--- src/rtl/gpio_irq_pkg.sv ---
package gpio_irq_pkg;
  // Byte offsets within the pin region
  localparam int unsigned OFS_PIN_IN   = 'h00;
  localparam int unsigned OFS_PIN_OUT  = 'h04;
  localparam int unsigned OFS_PIN_OE   = 'h08;
  localparam int unsigned OFS_LVL_POL  = 'h10;
  localparam int unsigned OFS_LVL_MSK  = 'h14;
  localparam int unsigned OFS_EVT      = 'h18;
  localparam int unsigned OFS_EVT_MSK  = 'h1C;
  localparam int unsigned OFS_EDGE_SEL = 'h24;
  // Byte offsets within the summary region
  localparam int unsigned OFS_TOP_STS  = 'h20;
  localparam int unsigned OFS_TOP_MSK  = 'h24;

  typedef enum logic {
    REGION_PIN = 1'b0,
    REGION_TOP = 1'b1
  } region_e;
endpackage

--- src/rtl/gpio_in_sync.sv ---
module gpio_in_sync #(
  parameter int W      = 8,
  parameter int STAGES = 2
) (
  input  logic         clk,
  input  logic         rst,
  input  logic [W-1:0] din,
  output logic [W-1:0] sync_q,
  output logic [W-1:0] prev_q
);
  logic [STAGES-1:0][W-1:0] chain;

  always_ff @(posedge clk) begin
    if (rst) begin
      chain  <= '0;
      prev_q <= '0;
    end else begin
      chain[0] <= din;
      for (int k = 1; k < STAGES; k++) chain[k] <= chain[k-1];
      prev_q <= chain[STAGES-1];
    end
  end

  assign sync_q = chain[STAGES-1];
endmodule

--- src/rtl/gpio_edge_events.sv ---
module gpio_edge_events #(
  parameter int W = 8
) (
  input  logic         clk,
  input  logic         rst,
  input  logic [W-1:0] sync_q,
  input  logic [W-1:0] prev_q,
  input  logic [W-1:0] edge_sel,
  input  logic [W-1:0] clr,
  output logic [W-1:0] hit,
  output logic [W-1:0] ev_q
);
  for (genvar g = 0; g < W; g++) begin : g_pin
    logic rise, fall;
    assign rise   = sync_q[g] & ~prev_q[g];
    assign fall   = ~sync_q[g] & prev_q[g];
    assign hit[g] = edge_sel[g] ? fall : rise;
  end

  // a new edge takes precedence over a same-cycle clear
  always_ff @(posedge clk) begin
    if (rst) ev_q <= '0;
    else     ev_q <= (ev_q & ~clr) | hit;
  end
endmodule

--- src/rtl/gpio_irq_ctrl.sv ---
module gpio_irq_ctrl #(
  parameter int NUM_PINS    = 8,
  parameter int DATA_W      = 32,
  parameter int ADDR_W      = 6,
  parameter int SYNC_STAGES = 2
) (
  input  logic                clk,
  input  logic                rst,
  input  logic                bus_valid,
  input  logic                bus_write,
  input  logic                bus_region,
  input  logic [ADDR_W-1:0]   bus_addr,
  input  logic [DATA_W-1:0]   bus_wdata,
  output logic [DATA_W-1:0]   bus_rdata,
  input  logic [NUM_PINS-1:0] pin_in,
  output logic [NUM_PINS-1:0] pad_out,
  output logic [NUM_PINS-1:0] pad_oe,
  output logic                irq
);
  import gpio_irq_pkg::*;

  localparam logic [ADDR_W-1:0] A_IN   = ADDR_W'(OFS_PIN_IN);
  localparam logic [ADDR_W-1:0] A_OUT  = ADDR_W'(OFS_PIN_OUT);
  localparam logic [ADDR_W-1:0] A_OE   = ADDR_W'(OFS_PIN_OE);
  localparam logic [ADDR_W-1:0] A_POL  = ADDR_W'(OFS_LVL_POL);
  localparam logic [ADDR_W-1:0] A_LMSK = ADDR_W'(OFS_LVL_MSK);
  localparam logic [ADDR_W-1:0] A_EVT  = ADDR_W'(OFS_EVT);
  localparam logic [ADDR_W-1:0] A_EMSK = ADDR_W'(OFS_EVT_MSK);
  localparam logic [ADDR_W-1:0] A_ESEL = ADDR_W'(OFS_EDGE_SEL);
  localparam logic [ADDR_W-1:0] A_TSTS = ADDR_W'(OFS_TOP_STS);
  localparam logic [ADDR_W-1:0] A_TMSK = ADDR_W'(OFS_TOP_MSK);

  logic [NUM_PINS-1:0] out_q, oe_q, pol_q, lmask_q, emask_q, esel_q;
  logic                top_mask_q;
  logic [NUM_PINS-1:0] sync_q, prev_q, edge_hit, ev_q, ev_clr;
  logic [NUM_PINS-1:0] lvl_pend, edge_pend;
  logic                pend_any;
  logic                wr_pin, wr_top;
  logic [NUM_PINS-1:0] wdat;
  logic [DATA_W-1:0]   rd_mux;

  gpio_in_sync #(.W(NUM_PINS), .STAGES(SYNC_STAGES)) u_sync (
    .clk(clk), .rst(rst), .din(pin_in), .sync_q(sync_q), .prev_q(prev_q)
  );

  gpio_edge_events #(.W(NUM_PINS)) u_events (
    .clk(clk), .rst(rst), .sync_q(sync_q), .prev_q(prev_q),
    .edge_sel(esel_q), .clr(ev_clr), .hit(edge_hit), .ev_q(ev_q)
  );

  assign wr_pin = bus_valid && bus_write && (bus_region == REGION_PIN);
  assign wr_top = bus_valid && bus_write && (bus_region == REGION_TOP);
  assign wdat   = bus_wdata[NUM_PINS-1:0];
  assign ev_clr = (wr_pin && bus_addr == A_EVT) ? wdat : '0;

  always_ff @(posedge clk) begin
    if (rst) begin
      out_q      <= '0;
      oe_q       <= '0;
      pol_q      <= '0;
      lmask_q    <= '0;
      emask_q    <= '0;
      esel_q     <= '0;
      top_mask_q <= 1'b0;
    end else begin
      if (wr_pin) begin
        case (bus_addr)
          A_OUT:   out_q   <= wdat;
          A_OE:    oe_q    <= wdat;
          A_POL:   pol_q   <= wdat;
          A_LMSK:  lmask_q <= wdat;
          A_EMSK:  emask_q <= wdat;
          A_ESEL:  esel_q  <= wdat;
          default: ;
        endcase
      end
      if (wr_top && bus_addr == A_TMSK) top_mask_q <= bus_wdata[0];
    end
  end

  assign lvl_pend  = (sync_q ^ pol_q) & lmask_q;
  assign edge_pend = ev_q & emask_q;
  assign pend_any  = |(lvl_pend | edge_pend);

  always_ff @(posedge clk) begin
    if (rst) irq <= 1'b0;
    else     irq <= pend_any & top_mask_q;
  end

  assign pad_oe  = oe_q;
  assign pad_out = out_q & oe_q;

  always_comb begin
    rd_mux = '0;
    if (bus_region == REGION_PIN) begin
      case (bus_addr)
        A_IN:    rd_mux = DATA_W'(sync_q);
        A_OUT:   rd_mux = DATA_W'(out_q);
        A_OE:    rd_mux = DATA_W'(oe_q);
        A_POL:   rd_mux = DATA_W'(pol_q);
        A_LMSK:  rd_mux = DATA_W'(lmask_q);
        A_EVT:   rd_mux = DATA_W'(ev_q);
        A_EMSK:  rd_mux = DATA_W'(emask_q);
        A_ESEL:  rd_mux = DATA_W'(esel_q);
        default: rd_mux = '0;
      endcase
    end else begin
      case (bus_addr)
        A_TSTS:  rd_mux = DATA_W'(pend_any);
        A_TMSK:  rd_mux = DATA_W'(top_mask_q);
        default: rd_mux = '0;
      endcase
    end
  end

  always_ff @(posedge clk) begin
    if (rst)                         bus_rdata <= '0;
    else if (bus_valid && !bus_write) bus_rdata <= rd_mux;
  end
endmodule

--- config.mk ---
export PLATFORM = sky130hd
export DESIGN_NAME = gpio_irq_ctrl
export DESIGN_NICKNAME = d
export VERILOG_FILES = /design/src/rtl/gpio_irq_pkg.sv /design/src/rtl/gpio_in_sync.sv /design/src/rtl/gpio_edge_events.sv /design/src/rtl/gpio_irq_ctrl.sv
export SDC_FILE = /design/constraint.sdc
export NUM_CORES = 1
export LEC_CHECK = 0
export BUFFER_PORTS_ARGS = -buffer_cell sky130_fd_sc_hd__clkbuf_2
export CAP_MARGIN = 0
export CORE_MARGIN = 5
export CORE_UTILIZATION = 45
export CTS_CLUSTER_SIZE = 28
export DETAILED_ROUTE_END_ITERATION = 8
export PLACE_DENSITY_LB_ADDON = 0.3
export SLEW_MARGIN = 20
export SYNTH_ARGS = -nofsm -noshare
export SYNTH_HDL_FRONTEND = slang
export SYNTH_HIERARCHICAL = 1
export SYNTH_SLANG_ARGS = --single-unit
--- constraint.sdc ---
create_clock -name clk -period 5.1 [get_ports clk]
set_clock_uncertainty 0.1 [all_clocks]
set_input_delay 1.02 -clock clk [delete_from_list [all_inputs] [get_ports clk]]
set_output_delay 1.02 -clock clk [all_outputs]
set_load 0.1 [all_outputs]
* After elaboration in Yosys (flattened, before gate mapping) *
Index checks and enable logic that the tools add are counted.

operators by class
  add/subtract/negate cells = 0
  multipliers = 0
  div/mod/pow operators = 0
  magnitude comparators = 0
  eq/ne operators = 8
  shift-type cells = 0
  mux-type cells = 12
  bitwise logic cells = 42
  reduce and logical (&&, ||, !) cells = 15

operator list
  operator              count
  $pmux W8 S8           1
  $and A8 B8 Y8         4
  $mux W32              1
  $eq A6 B5 Y1 const B  4
  $and A1 B1 Y1         17
  $not A1 Y1            17
  $or A8 B8 Y8          2
  $eq A6 B6 Y1 const B  2
  $reduce_and A2 Y1     6
  $mux W1               8
  $mux W8               1
  $not A8 Y8            1
  $reduce_or A8 Y1      1
  $xor A8 B8 Y8         1
  $eq A6 B3 Y1 const B  1
  $eq A6 B4 Y1 const B  1
  $logic_and A1 B1 Y1   6
  $logic_not A6 Y1      1
  $pmux W1 S2           1
  $logic_not A1 Y1      1

storage, ports and cells
  bits in registers = 114
  latch bits = 0
  bits in writable memories = 0
  ROM bits = 0
  input bits = 51
  output and inout bits = 49
  logic and storage cells = 90
  memories = 0

* Logic depth before layout (Yosys ltp) *
  depth in word-level cells = 7
  depth in mapped cells = 7
  depth with buffers taken out = 6

* Modules after synthesis *
Netlist, hierarchy kept.

modules (own cells, without submodules)
  module            instances  cells each  area an instance (um^2)  sequential area each (um^2)
  gpio_irq_ctrl     1          333         3131.8                   1161.1
  gpio_in_sync      1          58          753.2                    480.5
  gpio_edge_events  1          58          563.0                    160.2

* Worst setup path after synthesis *
No wires, ideal clock.

  kind = register -> output
  start point = reg oe_q[0], in the netlist pad_oe[0]
  end point = out pad_out[0]
  arrival time = 1.829 ns
  required time = 3.980 ns
  slack = 2.151 ns
  cell stages (with the launch flop) = 2
  buffers on the path = 0
  cells stage by stage = dfxtp_1 > and2_1

between the ends
  cells in the longest elaborated chain, start to end = 1

RTL lines
  element                   line                 source
  start: declaration        gpio_irq_ctrl.sv:33  logic [NUM_PINS-1:0] out_q, oe_q, pol_q, lmask_q, emask_q, esel_q;
  start signal: assignment  gpio_irq_ctrl.sv:69  A_OE: oe_q <= wdat;
  $and A8 B8 Y8             gpio_irq_ctrl.sv:91  assign pad_out = out_q & oe_q;
  end: declaration          gpio_irq_ctrl.sv:16  output logic [NUM_PINS-1:0] pad_out,

Every way passes these cells.

* Worst setup path in the final report *
  start point = in bus_addr[5]
  end point = reg u_events.ev_q[0]

between the ends
  cells in the longest elaborated chain, start to end = 6

RTL lines
  element                 line                    source
  start: declaration      gpio_irq_ctrl.sv:12     input logic [ADDR_W-1:0] bus_addr,
  $eq A6 B5 Y1            gpio_irq_ctrl.sv:54     assign ev_clr = (wr_pin && bus_addr == A_EVT) ? wdat : '0;
  $logic_and A1 B1 Y1     gpio_irq_ctrl.sv:54
  $mux W8                 gpio_irq_ctrl.sv:54
  net ev_clr[0]           gpio_irq_ctrl.sv:35     logic [NUM_PINS-1:0] sync_q, prev_q, edge_hit, ev_q, ev_clr;
  $not A8 Y8              gpio_edge_events.sv:23  else ev_q <= (ev_q & ~clr) | hit;
  $and A8 B8 Y8           gpio_edge_events.sv:23
  $or A8 B8 Y8            gpio_edge_events.sv:23
  end signal: assignment  gpio_edge_events.sv:23
  end: declaration        gpio_edge_events.sv:11  output logic [W-1:0] ev_q

The timed path passes the listed nets, and every way through them passes these cells.
A chain may end at the register's enable or synchronous reset.

==> run metrics <==
routed len/inst=16.7 um; Max clock buf depth=2; max-cap violations=0; RR Endpoint=bus_rdata[0]; largest net degree at the start of global routing=76; ratio of cells with drive above 1 in the final layout=between 20% and 30%; peak supply drop=0.151 mV; Placer Congestion=0.812; Finished Layout Cells=608; I/O pin total=100; first-pass GRT wire length=16200 um; Sw Ratio=27.4%; startpoint class of the critical path=primary input; Net Sw Power=0.000406 W; clock root buffer=clkbuf_8; final WL=a little over 10000 um; status=finished, final reports clean; CTS tree=yes; FF-to-FF Start=u_events/ev_q[1]; CP cell instances=clkbuf_2 > nor4b_4 > nand2_4 > nor2_1 > and2_1 > or3b_1 > o311ai_1; htree depth=3; # Post-CTS Setup Buffers=0; HP Class=reg2reg; GRT overflow=0; die height=~110 um; Buf+Inv Stages, Crit Path=1; CTS Sinks=90; pre-CTS WS=1.66 ns; overall power=between 0.001 and 0.0015 W; Worst EP required=approximately 5.2 ns; n_diodes=0; clock share of power=40.1%; Final Max Slew Viols=0; P_int=0.00108 W; routed vias=3179; fin crit period=3.04 ns; Comb pwr share=11.0%; crit path DAT=3.16 ns; crit path kind=in2reg; vias in the first global route=a little over 3000; Initial DRT Pass Iterations=4; Mapped Area=around 4400 sq um; Vias/cell=between 5 and 6; final setup margin=around 2.1 ns; initial antenna violation count=0; CP delay by family, top=simple AND/OR/NAND/NOR gates; Fin Hold WS=~0.34 ns; pwr/cell area=310 nW/um^2; Rows=36; gr usage total=17.8%; Post-Syn Area per Cell=10.1 sq um; Static Leakage=1.93 nW; Mapped Cells=between 400 and 500; clk_lat worst skew=0.37 ns; Port Buffer Count=51; Core Region=9640 sq um; FMAX=329 MHz; Iter 0 DRT Violations=171; RSZ-0062 raised after global routing=no; die area=11800 sq um; placed cell count=592; setup violators final=0; CP endpoint=u_events/ev_q[0]; fin crit share=59.6%; Clk pin slew, worst setup/hold paths=~0.090 ns; internal reg-to-reg setup slack=3.27 ns; Setup crit start=bus_addr[5]; Final Hold Vio Count=0; critical path capture point type=flip-flop; Worst path slowest cell=nor4b_4; number of synthesis warnings=6; Relative slew margins=around 45%; sequential group share of total power=48.8%; dpl hpwl=7140 um; cells on worst reg2reg path=5; Die W=109 um; Largest stage delay, worst path=0.77 ns; worst-path maximum fanout=10; Starting Density=between 40% and 50%; nets=521; Area Overhead vs Synth=9.60%; Worst Tran Pin Value=0.822 ns; CTS buffer count=9; setup TNS=0 ns; DRC=0; remaining antenna violation count=0; hold bufs inserted after CTS=0; CP Depth=7; Post-CTS Resized=0
==> power by group through the flow <==
stage	Combinational, W	Sequential [W]	Clock [W]
6_report	0.000164	0.000724	0.000596
5_1_grt	0.000172	0.000726	0.000637
4_1_cts	0.000164	0.000725	0.000606
3_5_place_dp	0.000164	0.000741	0
3_3_place_gp	0.000162	0.000741	0
2_1_floorplan	0.000151	0.000739	0
==> registers in the layout (all words and copies together) (netlist names) <==
signal         flops
bus_rdata          8
emask_q            8
esel_q             8
irq                1
lmask_q            8
out_q              8
pad_oe             8
pol_q              8
top_mask_q         1
u_events/ev_q      8
u_sync/chain       8
u_sync/prev_q      8
u_sync/sync_q      8
==> cell usage in the layout, fill, tap and decap left out, types with 2 or more instances in the layout <==
master and n:
nor2b_1 9, or3b_1 8, dfxtp_1 90, nand2b_1 10
a221oi_1 2, xor2_1 8, clkbuf_2 50, nand3_1 9
o311ai_1 8, nand2_1 25, a22o_1 9, mux4_2 8
nor2_8 2, nand4bb_2 4, inv_6 3, and2_1 17
buf_4 3, nor2b_2 14, conb_1 24, bufinv_16 3
a22oi_1 5, nand4bb_1 4, nand4_1 2, a21oi_1 15
mux2i_1 50, clkbuf_8 9, nor2_4 2, nor2_1 44
nor3_1 2, and2b_1 4, o21ai_0 14
==> stage by stage <==
step           util [%]  area, sq um
4_1_cts            49.7         4790
3_5_place_dp       47.1         4540
2_1_floorplan         -         4450
6_report           49.7         4790
3_3_place_gp       47.1         4540
5_1_grt            49.7         4790
==> cell type report <==
cell class,instances,area (sq um)
well taps,133,166
inverters,1,3.75
clock buffers,9,124
clock inverters,7,121
multi-input cells,315,2300
repair buffers,53,273
fillers,953,4850
flip-flops and latches,90,1800
==> routing by layer <==
metal / up-vias / wire length (um) / share of wire, % / GRT usage, %
met5: - / 0 / 0 / 0
met4: 0 / 178 / 1.8 / 7.03
met3: 15 / 551 / 5.4 / 2.75
met2: 99 / 4930 / 48 / 28.9
met1: 1528 / 4510 / 44 / 23.8
li1: 1537 / - / - / -
==> worst min-delay path by stage <==
stage                         start          endpoint  slack [ns]  cells after the start
floorplan           u_sync/chain[7]  u_sync/sync_q[7]        0.31                      1
global placement    u_sync/chain[2]  u_sync/sync_q[2]        0.32                      1
detailed placement  u_sync/chain[7]  u_sync/sync_q[7]        0.32                      1
CTS                 u_sync/chain[7]  u_sync/sync_q[7]        0.34                      1
global route        u_sync/chain[7]  u_sync/sync_q[7]        0.35                      1
finish              u_sync/chain[7]  u_sync/sync_q[7]        0.34                      1
Power figures use the tool's default switching activity.
